File: config.mk
export PLATFORM = sky130hd
export DESIGN_NAME = rpc_perm_eval
export DESIGN_NICKNAME = d
export VERILOG_FILES = /design/src/rtl/rpc_pkg.sv /design/src/rtl/rpc_perm_eval.sv
export SDC_FILE = /design/constraint.sdc
export NUM_CORES = 1
export LEC_CHECK = 0
export ABC_AREA = 1
export BUFFER_PORTS_ARGS = -buffer_cell sky130_fd_sc_hd__buf_4
export CAP_MARGIN = 30
export CORE_AREA = 2 2 39 41
export DETAILED_ROUTE_END_ITERATION = 10
export DIE_AREA = 0 0 41 43
export PLACE_DENSITY = 0.4
export RECOVER_POWER = 50
export SLEW_MARGIN = 20
export SYNTH_ARGS = -nofsm -noshare
export SYNTH_HDL_FRONTEND = slang
export SYNTH_SLANG_ARGS = --single-unit
File: constraint.sdc
create_clock -name vclk -period 0.8
set_clock_uncertainty 0.05 [all_clocks]
set_input_delay 0.04 -clock vclk [all_inputs]
set_output_delay 0.04 -clock vclk [all_outputs]
set_load 0.02 [all_outputs]
File: src/rtl/rpc_pkg.sv
package rpc_pkg;

  localparam int PTE_W     = 64;
  localparam int PERM_W    = 3;
  localparam int ATT_LO    = 4;
  localparam int REF_BIT   = 8;
  localparam int CHG_BIT   = 7;
  localparam int PRIV_BIT  = 3;
  localparam logic [1:0] ATT_NIO = 2'b10;

  typedef enum logic [1:0] {
    ACC_LOAD  = 2'b00,
    ACC_STORE = 2'b01,
    ACC_FETCH = 2'b10,
    ACC_ALT   = 2'b11
  } acc_e;

  // authority nibble -> {R,W,X}; read/write also grants read
  function automatic logic [PERM_W-1:0] eaa_to_perm(input logic [3:0] eaa);
    return {eaa[2] | eaa[1], eaa[1], eaa[0]};
  endfunction

  // permission bit required by an access kind
  function automatic logic [PERM_W-1:0] need_perm(input acc_e acc);
    case (acc)
      ACC_STORE: return 3'b010;
      ACC_FETCH: return 3'b001;
      default:   return 3'b100;
    endcase
  endfunction

  function automatic logic rc_sufficient(input acc_e acc, input logic r, input logic c);
    if (acc == ACC_STORE) return r & c;
    return r;
  endfunction

endpackage

File: src/rtl/rpc_perm_eval.sv
module rpc_perm_eval
  import rpc_pkg::*;
(
  input  logic [3:0]        eaa,
  input  logic [1:0]        att,
  input  acc_e              acc,
  input  logic              prob_state,
  input  logic              part_scope,
  input  logic [PERM_W-1:0] amr_mask,
  output logic [PERM_W-1:0] allow,
  output logic              ni_fetch,
  output logic              perm_miss
);
  logic priv;
  logic [PERM_W-1:0] enc;

  assign priv = eaa[PRIV_BIT];
  assign enc  = eaa_to_perm(eaa);

  always_comb begin
    if (!part_scope && priv && prob_state)
      allow = '0;
    else if (prob_state || priv || part_scope)
      allow = enc;
    else
      allow = enc & amr_mask;
  end

  assign ni_fetch  = (att == ATT_NIO) && (acc == ACC_FETCH);
  assign perm_miss = |(need_perm(acc) & ~allow);

endmodule

Yosys cells after proc, flatten, opt, wreduce, memory -nomap -nowiden:

Index checks and enable logic that the tools add are counted.

* bits in read-only memories: 0
* bits in latches: 0
* bits in writable memories: 0
* memories kept: 0
* output and inout bits: 5
* input bits: 13
* word-level logic and storage cells: 17
* register bits: 0

* reduce and logical (&&, ||, !) cells: 7
* magnitude comparators: 0
* divide/modulo/power cells: 0
* add/subtract/negate cells: 0
* multiplexer cells: 3
* bitwise gates (word level): 4
* multipliers: 0
* equality and inequality tests: 3
* shift operators: 0

Operator list (count)
* AND 3 bit: 2
* 2-to-1 mux 3 bit: 2
* one-hot mux 3 bit (2 select lines): 1
* == test 2 bit (second input constant): 2
* logical AND 1 bit: 3
* inverter 3 bit: 1
* OR reduction 3 bit: 1
* == test 2 x 1 -> 1 bit (second input constant): 1
* logical OR 1 bit: 2
* logical NOT 1 bit: 1
* OR 1 bit: 1

Depth between registers and ports, before layout:

* word-level depth: 7
* gate-level depth with buffers: 6
* depth with buffers taken out: 6

Worst setup path before layout:

Ideal clock, no wire load.

* kind: input-to-output
* start: in acc[0]
* end: out ni_fetch
* arrival time: 0.556 ns
* path buffers: 0
* required time: 0.710 ns
* stages: 4
* slack: 0.154 ns
* path through: inv_1 ha_1 nand2_1 nor2_1

* cells in the longest elaborated chain, start to end: 2

Ends and longest elaborated chain
* from (decl): RTL line rpc_perm_eval.sv:6 `input acc_e acc,`
* == test 2 bit: RTL line rpc_perm_eval.sv:29 `assign ni_fetch = (att == ATT_NIO) && (acc == ACC_FETCH);`
* logical AND 1 bit: RTL line rpc_perm_eval.sv:29
* to (decl): RTL line rpc_perm_eval.sv:11 `output logic ni_fetch,`

Every way passes these cells.

Final worst setup path:

* start: in acc[0]
* end: out perm_miss

* cells in the longest elaborated chain, start to end: 4
* elaborated cells on any way between the ends: 5
* those cells by class: eq/ne (2); mux (1); bitwise (1); reduce/logical (1)

Ends and longest elaborated chain
* == test 2 bit / == test 2 x 1 -> 1 bit (equally long branches): RTL line rpc_pkg.sv:25 `case (acc)`
* one-hot mux 3 bit (2 select lines) *: RTL line rpc_pkg.sv:25
* AND 3 bit *: RTL line rpc_perm_eval.sv:30 `assign perm_miss = |(need_perm(acc) & ~allow);`
* OR reduction 3 bit *: RTL line rpc_perm_eval.sv:30
* to (decl): RTL line rpc_perm_eval.sv:12 `output logic perm_miss`

Mark *: on every way between the ends. The rest lies on a longest branch, timed or not.

==> metrics <==
Worst Hold Class primary input to primary output; Crit Path Class primary input to primary output; Vias 228; Routed met3 length 49 um; Initial Util 10.9%; Peak VDD IR 139 uV; Worst Path Arrival around 0.69 ns; Power Total roughly 0.00018 W; Mapped Avg Cell Area between 5 and 6 um2; syn nets 45; Max Fclk approximately 1.3 GHz; Synth Area in Adders 16.5%; Die Wd 41 um; DRT met1 WL between 150 and 200 um; vias in the first global route roughly 190; routability cong. 0.605; RSZ-0062 raised after global routing yes; fin crit share 97.8%; post-synthesis simple-gate area fraction about 64%; mux contribution to synthesized area 0%; wire length on met2 189 um; per-cell routed wire length 6.31 um; first-pass GRT wire length a little under 600 um; hold buffer count at cts 0; min Tclk post-route 0.782 ns; sequential share of the synthesized area 0%; worst slew pin tran 0.0929 ns; Crit Path Max Fanout 2; flip-flop and latch count 0; setup violators final 0; all-layer global routing usage 4.40%; Worst Setup SP acc[0]; Req. time, crit path 0.71 ns; setup bufs post-CTS 0; Layout area overhead 120%; # nets final 65; Iter 0 DRT Violations 1; Min Hold Slack 0.279 ns; Pins Over Slew Limit 0; Top Metal Used met3; Vias per Instance 3.56; row count 14; Detailed Routing Iterations Pass 1 2; GRT overflow 0; combinational family with the most area after synthesis simple AND/OR/NAND/NOR gates; die area between 1500 and 2000 um2; Clock Buffer Count 0; n_diodes 0; Compound-Gate Fraction of Synth Area 0%; Port Buffers 18; P_leak 0.198 nW; hold path startpoint att[0]; Post-DRT Antenna Nets 0; Cells after Synth 30; IO Count 18; status completed; Worst Setup Start Kind primary input; Core Util, Final 24.1%; PD cells between 500 and 600 nW/um2; post-synthesis cell type count 8; pin count of the biggest net entering global routing 5; antenna violations before repair 0; Post-Synth XOR/XNOR Area 0%; final-report hold violation count 0; Netlist Area Pre-Place around 150 um2; Slew HR a little over nine tenths; max-cap violation count 0; crit end category primary output; layout cells sized above 1 50.0%; Yosys warnings 0; core footprint 1380 um2; drt total wl approximately 400 um; register area 0 um2; Die H 43 um; Post-route DRC 0
-- cell type report --
type	instances	area, um2
fillers	175	1050
inverters	8	32.5
multi-input cells	22	134
well taps	16	20.0
repair buffers	18	146
-- kinds of logic (layout without fill, tap and decap cells) --
kind of cell / after synthesis / count (layout)
simple gates: 20 / 20
fa+ha+maj: 2 / 2
buf+inv: 8 / 26
-- placed cells by master, fill, tap and decap left out --
cell      instances
buf_4            15
inv_1             7
nand3_2           2
inv_4             1
buf_6             3
nor2_1            5
nand2_2           1
nor2_2            1
ha_1              2
nand2_1           7
nand3_1           1
nor2_4            1
nand3b_1          2
-- power by group --
part	leakage, nW	internal (W)	switching [W]
registers	0	0	0
clock network	0	0	0
logic	0.198	0.0000972	0.0000823
total	0.198	0.0000972	0.0000823
-- Yosys cell counts, drive strengths merged --
master / instances / area share [%]
inv: 8 / 20
nand2: 8 / 20
nor2: 7 / 21
nand3: 3 / 13
ha: 2 / 17
nand3b: 2 / 9.9
-- path summary, 6_finish.rpt --
path / end / depth (start not counted)
max: perm_miss / 6
min: ni_fetch / 3
-- metrics by stage --
stage	instances	setup slack [ns]	instance area [um2]	TNS, ns
finish	64	0.0176	333	0
global route	64	-0.0418	333	-0.0418
CTS	64	0.00583	333	0
detailed placement	64	-0.0524	307	-0.0524
global placement	64	-0.0455	307	-0.0455
floorplan	30	0.154	151	0
-- repair_timing --
action	4_1_cts	5_1_grt
gates resized for setup	8	0
gates cloned	0	0
pin swaps	6	0
endpoints found under the setup margin	1	1
-- layer usage --
| metal | vias to the layer above | track usage, % |
|---|---|---|
| met4 | 0 | 0 |
| li1 | 126 | - |
| met3 | 0 | 0 |
| met2 | 11 | 9.06 |
| met5 | - | 0 |
| met1 | 91 | 4.75 |
-- worst max-delay path, stage by stage --
cell,delay [ns]
buf_4,0.08
inv_1,0.03
ha_1,0.27
nand2_1,0.07
nand3_2,0.06
buf_6,0.13
(Power assumes the default switching activity.)
